**src/rtl/pm_pkg.sv**
```systemverilog
package pm_pkg;
  typedef enum logic [1:0] {
    PM_OFF  = 2'b00,
    PM_AND  = 2'b01,
    PM_OR   = 2'b10,
    PM_PRIO = 2'b11
  } pmMode_e;

  // strobes from control to datapath
  typedef struct packed {
    logic vecLoad;   // capture highest-bit index this cycle
  } pmStrobe_t;
endpackage

```
**src/rtl/pm_datapath.sv**
```systemverilog
module pm_datapath
  import pm_pkg::*;
#(
  parameter int WIDTH = 8,
  parameter int IDXW  = $clog2(WIDTH)
) (
  input  logic             clk,
  input  logic             rstN,
  input  logic [WIDTH-1:0] pinAsync,
  input  logic [WIDTH-1:0] polarity,
  input  logic [WIDTH-1:0] transition,
  input  logic [WIDTH-1:0] mask,
  input  pmStrobe_t        strobe,
  output logic             allHit,
  output logic             anyHit,
  output logic             anyEnabled,
  output logic [IDXW-1:0]  vecIdx
);
  logic [WIDTH-1:0] syncA, syncB, prevQ;
  logic [WIDTH-1:0] bitHit;
  logic [IDXW-1:0]  hiIdx;

  // two-flop synchronizer plus history stage for edge detection
  always_ff @(posedge clk or negedge rstN) begin
    if (!rstN) begin
      syncA <= '0;
      syncB <= '0;
      prevQ <= '0;
    end else begin
      syncA <= pinAsync;
      syncB <= syncA;
      prevQ <= syncB;
    end
  end

  for (genvar i = 0; i < WIDTH; i++) begin : g_bit
    logic levelOk, riseOk, fallOk, edgeOk;
    assign levelOk   = (syncB[i] == polarity[i]);
    assign riseOk    = syncB[i] & ~prevQ[i];
    assign fallOk    = ~syncB[i] & prevQ[i];
    assign edgeOk    = polarity[i] ? riseOk : fallOk;
    assign bitHit[i] = mask[i] & (transition[i] ? edgeOk : levelOk);
  end

  assign allHit     = &(bitHit | ~mask);
  assign anyHit     = |bitHit;
  assign anyEnabled = |mask;

  always_comb begin
    hiIdx = '0;
    for (int i = 0; i < WIDTH; i++) begin
      if (bitHit[i]) hiIdx = IDXW'(i);
    end
  end

  always_ff @(posedge clk or negedge rstN) begin
    if (!rstN)               vecIdx <= '0;
    else if (strobe.vecLoad) vecIdx <= hiIdx;
    else                     vecIdx <= '0;
  end
endmodule

```
**src/rtl/pm_control.sv**
```systemverilog
module pm_control
  import pm_pkg::*;
(
  input  logic      clk,
  input  logic      rstN,
  input  logic [1:0] modeSel,
  input  logic      latched,
  input  logic      clrReq,
  input  logic      allHit,
  input  logic      anyHit,
  input  logic      anyEnabled,
  output logic      flagQ,
  output logic      pendQ,
  output pmStrobe_t strobe
);
  pmMode_e mode;
  logic    prioActive;
  logic    combined;

  assign mode       = pmMode_e'(modeSel);
  assign prioActive = (mode == PM_PRIO) && !latched;

  always_comb begin
    unique case (mode)
      PM_AND:  combined = anyEnabled && allHit;
      PM_OR:   combined = anyHit;
      PM_PRIO: combined = prioActive && anyHit;
      default: combined = 1'b0;
    endcase
  end

  assign strobe.vecLoad = prioActive;

  always_ff @(posedge clk or negedge rstN) begin
    if (!rstN) begin
      flagQ <= 1'b0;
      pendQ <= 1'b0;
    end else begin
      flagQ <= combined;
      unique case (mode)
        PM_OFF:  pendQ <= 1'b0;
        PM_PRIO: pendQ <= combined;
        default: begin
          if (combined && !flagQ) pendQ <= 1'b1;
          else if (clrReq)        pendQ <= 1'b0;
        end
      endcase
    end
  end
endmodule

```
**src/rtl/pattern_match_unit.sv**
```systemverilog
module pattern_match_unit
  import pm_pkg::*;
#(
  parameter int WIDTH = 8,
  parameter int IDXW  = $clog2(WIDTH)
) (
  input  logic             clk,
  input  logic             rstN,
  input  logic [WIDTH-1:0] pinIn,
  input  logic [WIDTH-1:0] patPolarity,
  input  logic [WIDTH-1:0] patTransition,
  input  logic [WIDTH-1:0] patMask,
  input  logic [1:0]       patMode,
  input  logic             latchedMode,
  input  logic             pendClr,
  output logic             matchFlag,
  output logic             irqPend,
  output logic [IDXW-1:0]  matchIdx
);
  pmStrobe_t strobe;
  logic      allHit, anyHit, anyEnabled;

  pm_datapath #(.WIDTH(WIDTH), .IDXW(IDXW)) u_dp (
    .clk(clk), .rstN(rstN), .pinAsync(pinIn),
    .polarity(patPolarity), .transition(patTransition), .mask(patMask),
    .strobe(strobe), .allHit(allHit), .anyHit(anyHit),
    .anyEnabled(anyEnabled), .vecIdx(matchIdx)
  );

  pm_control u_ctl (
    .clk(clk), .rstN(rstN), .modeSel(patMode), .latched(latchedMode),
    .clrReq(pendClr), .allHit(allHit), .anyHit(anyHit),
    .anyEnabled(anyEnabled), .flagQ(matchFlag), .pendQ(irqPend),
    .strobe(strobe)
  );
endmodule

```
**config.mk**
```make
export PLATFORM = sky130hd
export DESIGN_NAME = pattern_match_unit
export DESIGN_NICKNAME = d
export VERILOG_FILES = /design/src/rtl/pm_pkg.sv /design/src/rtl/pm_datapath.sv /design/src/rtl/pm_control.sv /design/src/rtl/pattern_match_unit.sv
export SDC_FILE = /design/constraint.sdc
export NUM_CORES = 1
export LEC_CHECK = 0
export BUFFER_PORTS_ARGS = -buffer_cell sky130_fd_sc_hd__buf_4
export CAP_MARGIN = 30
export CORE_MARGIN = 10
export CORE_UTILIZATION = 52
export CTS_CLUSTER_SIZE = 40
export DETAILED_ROUTE_END_ITERATION = 10
export PLACE_DENSITY = 0.88
export RECOVER_POWER = 100
export REMOVE_ABC_BUFFERS = 1
export SYNTH_ARGS = -nofsm -noshare
export SYNTH_HDL_FRONTEND = slang
export SYNTH_SLANG_ARGS = --single-unit
export TNS_END_PERCENT = 50
```
**constraint.sdc**
```tcl
create_clock -name clk -period 3.8 [get_ports clk]
set_clock_uncertainty 0.2 [all_clocks]
set_input_delay 0.57 -clock clk [delete_from_list [all_inputs] [get_ports clk]]
set_output_delay 0.57 -clock clk [all_outputs]
set_load 0.1 [all_outputs]
```
==> metrics.md <==
| Metric | Value |
|---|---|
| DR WL/cell | 15.4 um |
| Clock Tree Root | clkbuf_4 |
| DRC Markers | 0 |
| Hold path depth | 0 |
| Via count | 1,022 |
| Die Area | 4700 um^2 |
| Drt first pass iters | 4 |
| Vias in the first global route | 1,109 |
| Synth cell types | 24 |
| Sink Count | 29 |
| Final worst slack | 1.46 ns |
| Post-synthesis sequential area ratio | 0.592 |
| Worst-path clk slew | 0.09 ns |
| Die Y | 68.5 um |
| Starting Density | 0.548 |
| Worst min path class | reg -> reg |
| Worst-skew pair later-pin latency | 0.32 ns |
| CP peak stage delay | 0.87 ns |
| Final WL | 2.89 mm |
| Nets | 201 |
| VDD IR max | 0.362 mV |
| Peak Freq | 0.428 GHz |
| Worst path buffer plus inverter count | 1 |
| Critical path arrival | 1.57 ns |
| Tot Pwr | 0.621 mW |
| CTS tree | yes |
| TNS Setup | 0 ns |
| Synth Register Bits | 29 |
| # port buffers | 42 |
| Final hold violations | 0 |
| # diodes | 0 |
| Worst hold slack | 0.153 ns |
| Area Growth Syn to Fin | 31.8% |
| Die W | 68.5 um |
| Setup CP Type | reg -> out |
| Pwr dens | 385 nW/um^2 |
| Largest net degree at the start of global routing | 30 |
| Unrepaired setup endpoints after global routing | no |
| GRT overflow | 0 |
| CP top delay family | buffers and inverters |
| Post-route cell area | 1610 um^2 |
| Placer congestion estimate | 1.02 |
| Slowest CP cell | clkbuf_1 |
| Period utilization | 0.615 |
| LEAKAGE | 0.784 nW |
| Max-capacitance violation count | 0 |
| H-Tree Depth | 2 |
| Hold Path Sink | u_dp.syncB[6] |
| CP required | 3.03 ns |
| Measured slew at the worst slew-check pin | 1.43 ns |
| Warnings from Yosys | 0 |
| Post_cts resized | 0 |
| I/O pin total | 43 |
| Reg2Reg Capture Point | u_ctl.flagQ |
| Placed cell area | 1580 um^2 |
| Postcts setup bufs | 0 |
| Final Critical Period | 2.34 ns |
| Rows | 17 |
| Post-route ant nets | 0 |
| Initial DRC count | 49 |
| HP Start | u_dp.syncA[6] |
| FF-to-FF setup slack | 1.77 ns |
| Vias/cell | 5.44 |
| Share of post-route cells with drive strength above 1 | 0.269 |
| CP Capture Type | output pin |
| Crit-path cells | clkbuf_1 |
| Slew Viols, Final | 0 |
| Element type at the critical path start | register |
| R2R cell count | 6 |
| Max Root-Sink Buffers | 2 |
| Normalized max-slew margin | 0.0498 |
| TritonCTS buffer count | 5 |
| Post-DP HPWL | 2.36 mm |
| Hold buffers post-CTS | 1 |
| Status | finished, final reports clean |
| First-pass GRT wire length | 4.90 mm |
| Setup Viol. Count Final | 0 |
| Synthesized instance count | 109 |
| Crit path max fanout | 2 |
| Dpl ws | 1.53 ns |
| Critical R2R Launch | u_dp.syncB[2] |
| CP Depth | 1 |
| Total track usage | 0.142 |
| Avg Inst Size Synth | 11.2 um^2 |
| Cell Area, Synth | 1220 um^2 |
| Initial antenna violation count | 0 |
| Core Region | 2230 um^2 |
==> area by class of cell <==
cell class / instances / area [um^2]
Fill cell: 155 / 619
Multi-Input combinational cell: 69 / 458
Clock buffer: 6 / 41.3
Tap cell: 28 / 35.0
Timing Repair Buffer: 43 / 303
Inverter: 11 / 41.3
Clock inverter: 2 / 10.0
Sequential cell: 29 / 726
==> synth_stat cells <==
library cell	number	area [um^2]
a21boi_0	7	52.6
a21oi_1	3	15.0
a22o_1	2	17.5
a22oi_1	7	52.6
a311oi_1	1	8.76
a41oi_1	1	8.76
and2_1	1	6.26
dfrtp_1	29	726
ha_1	4	50.1
inv_1	11	41.3
nand2_1	1	3.75
nand2b_1	11	68.8
nor2_1	15	56.3
nor2b_1	1	6.26
nor4_1	1	6.26
o2111ai_1	1	8.76
o211ai_1	2	15.0
o21ai_0	1	5.00
o21ai_1	1	5.00
o22ai_1	3	18.8
o2bb2ai_1	2	17.5
o41ai_1	2	17.5
xnor2_1	1	8.76
xor2_1	1	8.76
==> routing by layer <==
metal | global-route usage | up-vias | share of wire
met1 | 0.136 | 494 | 0.34
met4 | 0.0578 | 0 | 0.012
li1 | - | 483 | -
met3 | 0.0853 | 6 | 0.096
met2 | 0.244 | 39 | 0.55
met5 | 0 | - | 0
==> through the flow <==
stage | utilization | cells
after floorplan | - | 109
after global placement | 0.705 | 179
after detailed placement | 0.705 | 179
after CTS | 0.733 | 188
after global routing | 0.723 | 188
final | 0.723 | 188
==> power breakdown <==
part / leakage (nW) / total (mW) / switching [mW] / internal (mW)
clock: 0.0320 / 0.171 / 0.101 / 0.0702
sequential: 0.347 / 0.332 / 0.00723 / 0.325
combinational: 0.404 / 0.118 / 0.0698 / 0.0483
==> layout by cell type, fill, tap and decap left out, drive strengths merged, types with 3 or more instances in the layout <==
master	instances
ha	4
nor2	15
clkbuf	20
a21oi	3
a21boi	7
a22oi	7
buf	28
dfrtp	29
inv	11
o22ai	3
nand2b	11
==> worst max path at each step <==
stage / startpoint / to / slack, ns
2_1_floorplan: patPolarity[7] / u_ctl.flagQ / 1.84
3_3_place_gp: patPolarity[7] / u_ctl.flagQ / 1.61
3_5_place_dp: patTransition[2] / u_ctl.flagQ / 1.53
4_1_cts: u_dp.syncB[5] / u_ctl.flagQ / 1.79
5_1_grt: rstN / u_dp.prevQ[3] / 1.35
6_report: u_ctl.flagQ / matchFlag / 1.46
==> flip-flops by register name (all words and copies together) (netlist names) <==
signal,cells
u_ctl.flagQ,1
u_ctl.pendQ,1
u_dp.vecIdx,3
u_dp.prevQ,8
u_dp.syncB,8
u_dp.syncA,8
==> logic make-up (layout without fill, tap and decap cells) <==
kind of cell	Yosys count	after routing	share of synthesized area
xor gates and xnor gates	2	2	0.0143
adders and majority gates	4	4	0.0409
AOI/OAI and AO/OA	33	33	0.198
buffers and inverters	11	62	0.0337
DFF	29	29	0.592
and+or+nand+nor	30	30	0.121
Note: power is estimated with default switching activity, not from simulation.
